`src/rtl/vmp_pkg.sv`:
```
package vmp_pkg;
  localparam int unsigned VMP_LANES = 4;

  typedef enum logic [1:0] {
    ST_IDLE  = 2'd0,
    ST_ISSUE = 2'd1,
    ST_WAIT  = 2'd2,
    ST_RESP  = 2'd3
  } vmp_state_e;
endpackage

```
`src/rtl/vmp_rst_sync.sv`:
```
module vmp_rst_sync (
  input  logic clk,
  input  logic arst_n,
  output logic rst_n_sync
);
  logic [1:0] stage_q;

  always_ff @(posedge clk or negedge arst_n) begin
    if (!arst_n) stage_q <= 2'b00;
    else         stage_q <= {stage_q[0], 1'b1};
  end

  assign rst_n_sync = stage_q[1];
endmodule

```
`src/rtl/vmp_voter.sv`:
```
module vmp_voter
  import vmp_pkg::*;
#(
  parameter int unsigned W = 64
) (
  input  logic [VMP_LANES*W-1:0] lanes_i,
  output logic [W-1:0]           value_o,
  output logic                   ok_o,
  output logic                   fixed_o
);
  localparam int unsigned SELW = $clog2(VMP_LANES);
  localparam int unsigned CNTW = $clog2(VMP_LANES);

  logic [W-1:0]           lane [VMP_LANES];
  logic [VMP_LANES-1:0]   eq   [VMP_LANES];
  logic [CNTW-1:0]        cnt  [VMP_LANES];
  logic [SELW-1:0]        maj_sel, pair_sel;
  logic                   has_maj;
  logic [CNTW:0]          singles;
  logic                   all_same;

  for (genvar gi = 0; gi < VMP_LANES; gi++) begin : g_unpack
    assign lane[gi] = lanes_i[gi*W +: W];
  end

  always_comb begin
    for (int i = 0; i < VMP_LANES; i++) begin
      for (int j = 0; j < VMP_LANES; j++) begin
        eq[i][j] = (i != j) && (lane[i] == lane[j]);
      end
      cnt[i] = CNTW'($countones(eq[i]));
    end
  end

  // Lowest lane backed by two others wins; otherwise a lone agreeing pair.
  always_comb begin
    has_maj  = 1'b0;
    maj_sel  = '0;
    pair_sel = '0;
    singles  = '0;
    all_same = 1'b1;
    for (int i = VMP_LANES - 1; i >= 0; i--) begin
      if (cnt[i] >= CNTW'(2)) begin
        has_maj = 1'b1;
        maj_sel = SELW'(i);
      end
      if (cnt[i] == CNTW'(1)) begin
        singles  = singles + 1'b1;
        pair_sel = SELW'(i);
      end
      if (cnt[i] != CNTW'(VMP_LANES - 1)) all_same = 1'b0;
    end
  end

  assign ok_o    = has_maj || (singles == (CNTW+1)'(2));
  assign value_o = has_maj ? lane[maj_sel] : lane[pair_sel];
  assign fixed_o = ok_o && !all_same;

  // whatever value is reported must be held by at least two lanes.
  logic [VMP_LANES-1:0] backs;
  always_comb begin
    for (int i = 0; i < VMP_LANES; i++) backs[i] = (lane[i] == value_o);
    if (ok_o) begin
      assert_vote_backed_R3: assert ($countones(backs) >= 2);
    end
  end
endmodule

```
`src/rtl/vmp_ctrl.sv`:
```
module vmp_ctrl
  import vmp_pkg::*;
(
  input  logic clk,
  input  logic rst_n,
  input  logic req_valid,
  input  logic req_write,
  input  logic addr_ok,
  input  logic addr_fixed,
  input  logic data_ok,
  input  logic data_fixed,
  input  logic mem_ready,
  input  logic mem_rvalid,
  input  logic rsp_ready,
  output logic req_ready,
  output logic accept,
  output logic rdata_en,
  output logic mem_valid,
  output logic wr_q,
  output logic rsp_valid,
  output logic err_q,
  output logic fix_q
);
  vmp_state_e state_q, state_d;
  logic       vote_bad, err_d, fix_d;

  assign req_ready = (state_q == ST_IDLE);
  assign accept    = req_valid && req_ready;
  assign mem_valid = (state_q == ST_ISSUE);
  assign rsp_valid = (state_q == ST_RESP);
  assign rdata_en  = (state_q == ST_WAIT) && mem_rvalid;

  assign vote_bad = !addr_ok || (req_write && !data_ok);
  assign err_d    = vote_bad;
  assign fix_d    = !vote_bad && (addr_fixed || (req_write && data_fixed));

  always_comb begin
    state_d = state_q;
    case (state_q)
      ST_IDLE:  if (accept)     state_d = vote_bad ? ST_RESP : ST_ISSUE;
      ST_ISSUE: if (mem_ready)  state_d = wr_q ? ST_RESP : ST_WAIT;
      ST_WAIT:  if (mem_rvalid) state_d = ST_RESP;
      ST_RESP:  if (rsp_ready)  state_d = ST_IDLE;
      default:                  state_d = ST_IDLE;
    endcase
  end

  always_ff @(posedge clk or negedge rst_n) begin
    if (!rst_n) state_q <= ST_IDLE;
    else        state_q <= state_d;
  end

  always_ff @(posedge clk or negedge rst_n) begin
    if (!rst_n) begin
      wr_q  <= 1'b0;
      err_q <= 1'b0;
      fix_q <= 1'b0;
    end else if (accept) begin
      wr_q  <= req_write;
      err_q <= err_d;
      fix_q <= fix_d;
    end
  end

  assert_store_ack_R9: assert property (@(posedge clk) disable iff (!rst_n)
    ($rose(rsp_valid) && wr_q && !err_q) |-> $past(mem_valid && mem_ready));

  assert_abort_no_access_R4: assert property (@(posedge clk) disable iff (!rst_n)
    ($rose(rsp_valid) && err_q) |-> $past(req_valid && req_ready));
endmodule

```
`src/rtl/vmp_proxy.sv`:
```
module vmp_proxy
  import vmp_pkg::*;
#(
  parameter int unsigned AW = 64,
  parameter int unsigned DW = 64
) (
  input  logic                   clk,
  input  logic                   rst_n,
  input  logic                   req_valid,
  output logic                   req_ready,
  input  logic                   req_write,
  input  logic [VMP_LANES*AW-1:0] req_addr,
  input  logic [VMP_LANES*DW-1:0] req_wdata,
  output logic                   rsp_valid,
  input  logic                   rsp_ready,
  output logic [VMP_LANES*DW-1:0] rsp_rdata,
  output logic                   rsp_error,
  output logic                   rsp_fixed,
  output logic                   mem_valid,
  input  logic                   mem_ready,
  output logic                   mem_write,
  output logic [AW-1:0]          mem_addr,
  output logic [DW-1:0]          mem_wdata,
  input  logic                   mem_rvalid,
  input  logic [DW-1:0]          mem_rdata
);
  logic          rst_n_s;
  logic [AW-1:0] addr_v;
  logic [DW-1:0] data_v;
  logic          addr_ok, addr_fixed, data_ok, data_fixed;
  logic          accept, rdata_en, wr_q;
  logic [AW-1:0] addr_q, addr_d;
  logic [DW-1:0] wdata_q, wdata_d, rdata_q, rdata_d;
  logic          rdata_ld;

  vmp_rst_sync u_rst (
    .clk        (clk),
    .arst_n     (rst_n),
    .rst_n_sync (rst_n_s)
  );

  vmp_voter #(.W(AW)) u_vote_addr (
    .lanes_i (req_addr),
    .value_o (addr_v),
    .ok_o    (addr_ok),
    .fixed_o (addr_fixed)
  );

  vmp_voter #(.W(DW)) u_vote_data (
    .lanes_i (req_wdata),
    .value_o (data_v),
    .ok_o    (data_ok),
    .fixed_o (data_fixed)
  );

  vmp_ctrl u_ctrl (
    .clk        (clk),
    .rst_n      (rst_n_s),
    .req_valid  (req_valid),
    .req_write  (req_write),
    .addr_ok    (addr_ok),
    .addr_fixed (addr_fixed),
    .data_ok    (data_ok),
    .data_fixed (data_fixed),
    .mem_ready  (mem_ready),
    .mem_rvalid (mem_rvalid),
    .rsp_ready  (rsp_ready),
    .req_ready  (req_ready),
    .accept     (accept),
    .rdata_en   (rdata_en),
    .mem_valid  (mem_valid),
    .wr_q       (wr_q),
    .rsp_valid  (rsp_valid),
    .err_q      (rsp_error),
    .fix_q      (rsp_fixed)
  );

  // Next-state of the datapath: voted values on accept, read word on return.
  always_comb begin
    addr_d   = addr_q;
    wdata_d  = wdata_q;
    rdata_d  = rdata_q;
    rdata_ld = accept || rdata_en;
    if (accept) begin
      addr_d  = addr_v;
      wdata_d = req_write ? data_v : '0;
      rdata_d = '0;
    end else if (rdata_en) begin
      rdata_d = mem_rdata;
    end
  end

  always_ff @(posedge clk or negedge rst_n_s) begin
    if (!rst_n_s) begin
      addr_q  <= '0;
      wdata_q <= '0;
    end else if (accept) begin
      addr_q  <= addr_d;
      wdata_q <= wdata_d;
    end
  end

  always_ff @(posedge clk or negedge rst_n_s) begin
    if (!rst_n_s)      rdata_q <= '0;
    else if (rdata_ld) rdata_q <= rdata_d;
  end

  assign mem_addr  = addr_q;
  assign mem_wdata = wdata_q;
  assign mem_write = wr_q;

  for (genvar gl = 0; gl < VMP_LANES; gl++) begin : g_bcast
    assign rsp_rdata[gl*DW +: DW] = rdata_q;
  end

  assert_mem_hold_R7: assert property (@(posedge clk) disable iff (!rst_n_s)
    (mem_valid && !mem_ready) |=> (mem_valid && $stable(mem_addr)
                                   && $stable(mem_wdata) && $stable(mem_write)));

  assert_busy_closed_R10: assert property (@(posedge clk) disable iff (!rst_n_s)
    (req_valid && req_ready) |=> !req_ready);

  assert_rsp_hold_R11: assert property (@(posedge clk) disable iff (!rst_n_s)
    (rsp_valid && !rsp_ready) |=> (rsp_valid && $stable(rsp_rdata)
                                   && $stable(rsp_error) && $stable(rsp_fixed)));
endmodule

```
`config.mk`:
```
export PLATFORM = sky130hd
export DESIGN_NAME = vmp_proxy
export DESIGN_NICKNAME = d
export VERILOG_FILES = /design/src/rtl/vmp_pkg.sv /design/src/rtl/vmp_rst_sync.sv /design/src/rtl/vmp_voter.sv /design/src/rtl/vmp_ctrl.sv /design/src/rtl/vmp_proxy.sv
export SDC_FILE = /design/constraint.sdc
export NUM_CORES = 1
export LEC_CHECK = 0
export BUFFER_PORTS_ARGS = -buffer_cell sky130_fd_sc_hd__buf_2
export CAP_MARGIN = 20
export CORE_AREA = 2 2 382 384
export DETAILED_ROUTE_END_ITERATION = 10
export DIE_AREA = 0 0 384 386
export PLACE_DENSITY = 0.4
export SETUP_SLACK_MARGIN = 0.1
export SLEW_MARGIN = 25
export SYNTH_ARGS = -nofsm -noshare
export SYNTH_HDL_FRONTEND = slang
export SYNTH_SLANG_ARGS = --single-unit
```
`constraint.sdc`:
```
create_clock -name clk -period 5.8 [get_ports clk]
set_clock_uncertainty 0.1 [all_clocks]
set_input_delay 0.87 -clock clk [delete_from_list [all_inputs] [get_ports clk]]
set_output_delay 0.87 -clock clk [all_outputs]
set_load 0.01 [all_outputs]
```
==> results.py, run 1 <==
metrics = {
    "route": {
        "postRouteAntennaNets": 0,
        "drc_errors": 0,
        "dr.first_iter.drc_count": 3599,
        "wirelength_um": 191000,
        "wl_per_cell_um": 32.9,
        "dr.pass1.iters": 6,
        "via_per_inst": 5.04,
        "vias": 29400,
    },
    "cells_and_area": {
        "multi_input_area_mm2": 0.0184,
        "drive_gt1_frac": 0.347,
        "final_cell_mix": "972 x buf_2, 642 x xnor2_1, 393 x nand2_1",
        "fill_cells": 16100,
        "syn_to_final_growth_pct": 27.2,
        "fin_cells": 5827,
        "seq_area_mm2": 0.00498,
        "fin_nets": 4463,
        "final_core_util": 0.231,
        "final_cell_area_mm2": 0.0333,
        "final_common_cell": "buf_2",
    },
    "worst_setup_path": {
        "cp_data_required_time_ns": 6.15,
        "crit_arrival_ns": 5.62,
        "worstSetupPathType": "in2reg",
        "endpoint_kind": "register",
        "critPathLaunchType": "primary input",
        "worstPathMaxFanout": 5,
    },
    "pwr": {
        "pwr-share-comb": 0.537,
        "switching_power_mw": 4.69,
        "leakage_nw": 14.0,
        "p_int_mw": 4.45,
        "seq_power_share": 0.301,
        "total_power_mw": 9.14,
        "pwr-share-clk": 0.161,
        "swShare": 0.513,
        "power_density_mw_per_mm2": 274,
        "ir_drop_uv": 230,
    },
    "place": {
        "place_congestion": 1.04,
        "dp_hpwl_um": 158000,
        "dp_cells": 5757,
        "place_ws_ns": 0.108,
        "portBuffers": 972,
        "dpl-instance-area_mm2": 0.0326,
    },
    "cts": {
        "numCtsBuffers": 17,
        "post_cts_buffers": 0,
        "cts_hold_buf": 1,
        "cts_tree": "done",
        "cts_root_buffer": "clkbuf_16",
        "cts.path.max_buffers": 2,
        "clk_pin_slew_ns": 0.09,
        "htreeDepth": 4,
        "worstSkewPairLatency_ns": 0.56,
        "cts_resized": 0,
        "cts.sinks": 199,
    },
    "global_route": {
        "grt_pass1_vias": 27300,
        "met1_usage": 0.365,
        "grt_use_met2": 0.359,
        "met3_usage": 0.0619,
        "grt_pass1_wl_um": 252000,
        "antenna_found_initial": 67,
        "gr-total-overflow": 0,
        "grt_max_degree": 131,
        "track_usage": 0.249,
        "top_usage_layer": "met1",
    },
    "floorplan": {
        "start_util": 0.181,
        "dieHeight_um": 386,
        "dieArea_mm2": 0.148,
        "rows": 140,
        "io_pins": 973,
        "core_area_mm2": 0.145,
        "die_w_um": 384,
    },
    "sta": {
        "hold_ws_ns": 0.255,
        "period_needed_ns": 5.27,
        "max_freq_mhz": 190,
        "finalWorstSetupSlack_ns": 0.533,
        "drv_slew": 0,
        "hold_viol": 0,
        "fin_crit_sh": 0.908,
        "setup_tns_ns": 0,
        "rsz0062_at_grt": "no",
        "relSlewSlack": 0.270,
        "worstMarginPinSlew_ns": 1.09,
        "setup_viol": 0,
    },
    "hold_path": {
        "hold_class": "reg2reg",
    },
    "logic_synthesis": {
        "async_flop_share": 1.00,
        "ys_ff_latch": 199,
        "synth-edff-count": 0,
        "synth_flop_cell": "dfrtp_1",
        "synth_cells": 3178,
        "synth_area_mm2": 0.0262,
        "syn_avg_cell_area_um2": 8.24,
        "yosysSeqAreaShare": 0.190,
        "yosysWarnings": 0,
        "synth.distinct_cells": 49,
        "synthesis.nets": 3781,
    },
    "flow_run": {
        "max-cap-violations": 0,
    },
    "outcome": {
        "status": "finished clean",
    },
}
state kept, by name, summed over array words and instances (netlist names):
| signal | count |
|---|---|
| u_ctrl.fix_q | 1 |
| mem_addr | 64 |
| u_ctrl.wr_q | 1 |
| u_ctrl.err_q | 1 |
| mem_wdata | 64 |
| u_rst.stage_q | 2 |
| u_ctrl.state_q | 2 |
| rdata_q | 64 |
per-layer routing:
| metal | share of wire | up-vias |
|---|---|---|
| met1 | 0.46 | 15100 |
| met3 | 0.092 | 204 |
| met2 | 0.42 | 1711 |
| li1 | - | 12400 |
| met5 | 0.0013 | - |
| met4 | 0.020 | 40 |
worst max-delay path, cell delays in order:
cell and delay (ns):
buf_2 0.16, xnor2_1 0.53, nand4_1 0.17, nor4_1 0.64, nand4_1 0.24, buf_4 0.21, fa_4 0.81, nand2b_1 0.17
ha_2 0.30, xnor2_1 0.21, ha_1 0.26, and4b_1 0.19, nor3_1 0.31, buf_4 0.19, o21ai_0 0.10, a31o_1 0.25
worst paths after layout:
kind | slack, ns | endpoint | from | cells after the start
worst max-delay path | 0.53 | u_ctrl.fix_q | req_wdata[167] | 16
worst min-delay path | 0.25 | u_rst.stage_q[1] | u_rst.stage_q[0] | 0
worst max register to register | 2.89 | rdata_q[10] | u_ctrl.state_q[1] | 6
worst min register to register | 0.25 | u_rst.stage_q[1] | u_rst.stage_q[0] | 0
max in group asynchronous | 4.11 | mem_wdata[62] | u_rst.stage_q[1] | 1
min in group asynchronous | 0.27 | mem_wdata[9] | u_rst.stage_q[1] | 0
cells in the mapped netlist (67+ instances only):
cell        n  share of area
a21oi_1   195          0.037
o21ai_0   136          0.026
mux4_2    128           0.11
dfrtp_1   199           0.19
xnor2_1   642           0.21
nand2_1   396          0.057
a211oi_1   67          0.019
nor2_1    130          0.019
xor2_1    128          0.043
nor4_1     75          0.018
buf_4     197          0.056
clkbuf_1  240          0.034
nand4_1   177          0.042
kinds of logic (layout without fill, tap and decap cells):
logic type | Yosys count | in the layout | share of synthesized area
and+or+nand+nor | 938 | 938 | 0.179
DFF | 199 | 199 | 0.190
xor gates and xnor gates | 770 | 770 | 0.258
AOI/OAI and AO/OA | 603 | 603 | 0.142
buffers and inverters | 518 | 1213 | 0.110
muxes | 129 | 129 | 0.110
other | 1 | 38 | 0.000143
adders and majority gates | 20 | 20 | 0.0118
layout make-up:
cell class,instances,area share
clock buffer,17,0.0128
multi-input combinational,2461,0.553
sequential,199,0.150
tap,1917,0.0720
timing repair buffer,1161,0.201
inverter,20,0.00225
antenna,37,0.00278
clock inverter,15,0.00661
power groups by stage:
stage | sequential (mW) | clock (mW) | combinational [mW]
global placement | 2.79 | 0 | 4.88
finish | 2.75 | 1.48 | 4.91
global route | 2.82 | 1.58 | 5.22
floorplan | 2.70 | 0 | 2.66
CTS | 2.78 | 1.56 | 4.87
detailed placement | 2.81 | 0 | 4.85
No activity file was read; power rests on OpenSTA's default activity.
==> run 2: changes to the inputs <==
- ABC_AREA: default -> 1
- CORE_AREA: 2 2 382 384 -> 2 2 378 380
- DIE_AREA: 0 0 384 386 -> 0 0 380 382
- PLACE_DENSITY: 0.4 -> 0.43
==> run 2 against run 1 <==
Net effect:
- sequential share of layout area down 0.77 points
- critical path depth up 11
- worst setup slack better by 0.27 ns
- hold slack worse by 0.016 ns
- sequential power about the same
- critical path type unchanged
==> results.py, run 2 <==
metrics = {
    "sta": {
        "drv_slew": 0,
        "max_freq_mhz": 200,
        "setup_tns_ns": 0,
        "worstMarginPinSlew_ns": 1.09,
        "relSlewSlack": 0.274,
        "period_needed_ns": 5.00,
        "setup_viol": 0,
        "rsz0062_at_grt": "no",
        "fin_crit_sh": 0.862,
        "hold_viol": 0,
    },
    "logic_synthesis": {
        "synth.distinct_cells": 33,
        "async_flop_share": 1.00,
        "synthesis.nets": 5603,
        "yosysSeqAreaShare": 0.170,
        "ys_ff_latch": 199,
        "syn_avg_cell_area_um2": 5.87,
        "synth_area_mm2": 0.0294,
        "synth_flop_cell": "dfrtp_1",
        "ys_top_cells_by_area": "nand2_1 21%, dfrtp_1 17%, nand3_1 10%",
        "yosysWarnings": 0,
        "synthTopCellsByCount": "1,639 x nand2_1, 596 x nand3_1, 332 x inv_1",
        "yosysMostFrequentCell": "nand2_1",
        "synth_cells": 5000,
        "synth-edff-count": 0,
        "synth_top_area_share": 0.210,
        "yosysTopAreaCell": "nand2_1",
    },
    "route": {
        "drc_errors": 0,
        "dr.pass1.iters": 5,
        "postRouteAntennaNets": 0,
        "wl_per_cell_um": 23.4,
        "via_per_inst": 4.79,
        "dr.first_iter.drc_count": 2847,
        "vias": 35200,
        "wirelength_um": 172000,
    },
    "outcome": {
        "status": "finished clean",
    },
    "cts": {
        "cts.sinks": 199,
        "numCtsBuffers": 17,
        "post_cts_buffers": 0,
        "cts_tree": "done",
        "cts_root_buffer": "clkbuf_16",
        "clk_pin_slew_ns": 0.13,
        "worstSkewPairLatency_ns": 0.55,
        "htreeDepth": 4,
        "cts.path.max_buffers": 2,
    },
    "worst_setup_path": {
        "cp_data_required_time_ns": 6.17,
        "path_common_cell": "nand2_1",
        "worstSetupPathType": "in2reg",
        "reg2regPathDepth": 7,
        "endpoint_kind": "register",
        "worstPathMaxFanout": 6,
        "r2r-start": "u_ctrl.state_q[0]",
        "r2r_setup_slack_ns": 2.56,
        "crit_arrival_ns": 5.37,
        "critPathLaunchType": "primary input",
        "cp_slowest_cell": "nor2_1",
        "reg2reg_to": "mem_addr[4]",
        "cpPeakStageDelay_ns": 0.59,
    },
    "global_route": {
        "gr-total-overflow": 0,
        "grt_use_met2": 0.374,
        "met3_usage": 0.0564,
        "met1_usage": 0.285,
        "grt_max_degree": 170,
        "top_usage_layer": "met2",
        "grt_pass1_wl_um": 243000,
        "antenna_found_initial": 64,
        "track_usage": 0.228,
        "grt_pass1_vias": 32600,
    },
    "cells_and_area": {
        "fill_cells": 16300,
        "syn_to_final_growth_pct": 19.6,
        "final_cell_area_mm2": 0.0351,
        "drive_gt1_frac": 0.210,
        "final_cell_mix": "1,633 x nand2_1, 972 x buf_2, 593 x nand3_1",
        "fin_nets": 6024,
        "final_common_cell": "nand2_1",
    },
    "floorplan": {
        "start_util": 0.208,
        "dieArea_mm2": 0.145,
        "dieHeight_um": 382,
        "rows": 138,
        "die_w_um": 380,
        "io_pins": 973,
        "core_area_mm2": 0.141,
    },
    "flow_run": {
        "max-cap-violations": 0,
    },
    "pwr": {
        "swShare": 0.536,
        "switching_power_mw": 4.97,
        "pwr-share-clk": 0.166,
        "total_power_mw": 9.27,
        "pwr-share-comb": 0.540,
        "leakage_nw": 18.0,
        "seq_power_share": 0.294,
        "power_density_mw_per_mm2": 264,
        "p_int_mw": 4.30,
        "ir_drop_uv": 304,
    },
    "hold_path": {
        "hold_class": "reg2async",
    },
    "place": {
        "portBuffers": 972,
        "place_congestion": 0.926,
        "dp_hpwl_um": 133000,
        "dpl-instance-area_mm2": 0.0344,
    },
}
-- run 2: cells by family (layout without fill, tap and decap cells) --
logic type               Yosys count  count (layout)  share of synthesized area
buffers and inverters            984            1418                      0.155
XOR/XNOR                         512             512                      0.153
AO/OA/AOI/OAI                    539             539                      0.116
AND/OR/NAND/NOR                 2745            2745                      0.396
adder cells (fa/ha/maj)           20              20                     0.0106
other                              1              31                   0.000128
flip-flops                       199             199                      0.170
-- run 2: worst max-delay path, delay by kind of cell --
kind / cells / cell delay (ns)
and+or+nand+nor: 16 / 2.62
adders and majority gates: 3 / 1.05
buffers and inverters: 7 / 0.72
AOI/OAI and AO/OA: 1 / 0.10
-- run 2: worst max-delay path by stage --
stage	start	to	slack (ns)	cells after the start
2_1_floorplan	req_wdata[160]	u_ctrl.fix_q	1.69	25
3_3_place_gp	req_wdata[229]	u_ctrl.fix_q	0.09	27
3_5_place_dp	req_wdata[229]	u_ctrl.fix_q	0.15	27
4_1_cts	req_wdata[229]	u_ctrl.fix_q	0.80	27
5_1_grt	req_wdata[101]	u_ctrl.state_q[1]	0.56	26
6_report	req_wdata[101]	u_ctrl.fix_q	0.80	27
-- run 2: layer usage --
layer | up-vias | share of wire
li1 | 16800 | -
met1 | 16800 | 0.41
met2 | 1388 | 0.47
met3 | 194 | 0.077
met4 | 50 | 0.041
met5 | - | 0.0018
-- run 2: what timing repair did --
action	in CTS	in global routing
hold buffers	1	0
endpoints found under the setup margin	0	0
hold endpoints to repair	2	0
gates resized for setup	0	0
-- run 2: cell type report --
cell class | instances | area (um2) | area share
tap | 1890 | 2360 | 0.0673
multi-input combinational | 3817 | 19900 | 0.568
sequential | 199 | 4980 | 0.142
inverter | 343 | 1290 | 0.0368
clock inverter | 15 | 239 | 0.00681
antenna | 30 | 75.1 | 0.00214
clock buffer | 17 | 425 | 0.0121
timing repair buffer | 1043 | 5800 | 0.165
-- run 2: power by group through the flow --
stage	Combinational, mW	Clock [mW]	Sequential, mW
floorplan	2.90	0	2.69
global placement	5.01	0	2.72
detailed placement	5.01	0	2.73
CTS	5.02	1.63	2.71
global route	5.40	1.65	2.78
finish	5.01	1.54	2.72
-- run 2: stage by stage --
step / std cells / utilization / hold slack (ns) / worst slack [ns]
floorplan: 5000 / - / 0.231 / 1.69
global placement: 7291 / 0.244 / 0.233 / 0.0926
detailed placement: 7291 / 0.244 / 0.237 / 0.150
CTS: 7324 / 0.249 / 0.259 / 0.804
global route: 7335 / 0.249 / 0.277 / 0.562
finish: 7354 / 0.249 / 0.239 / 0.798
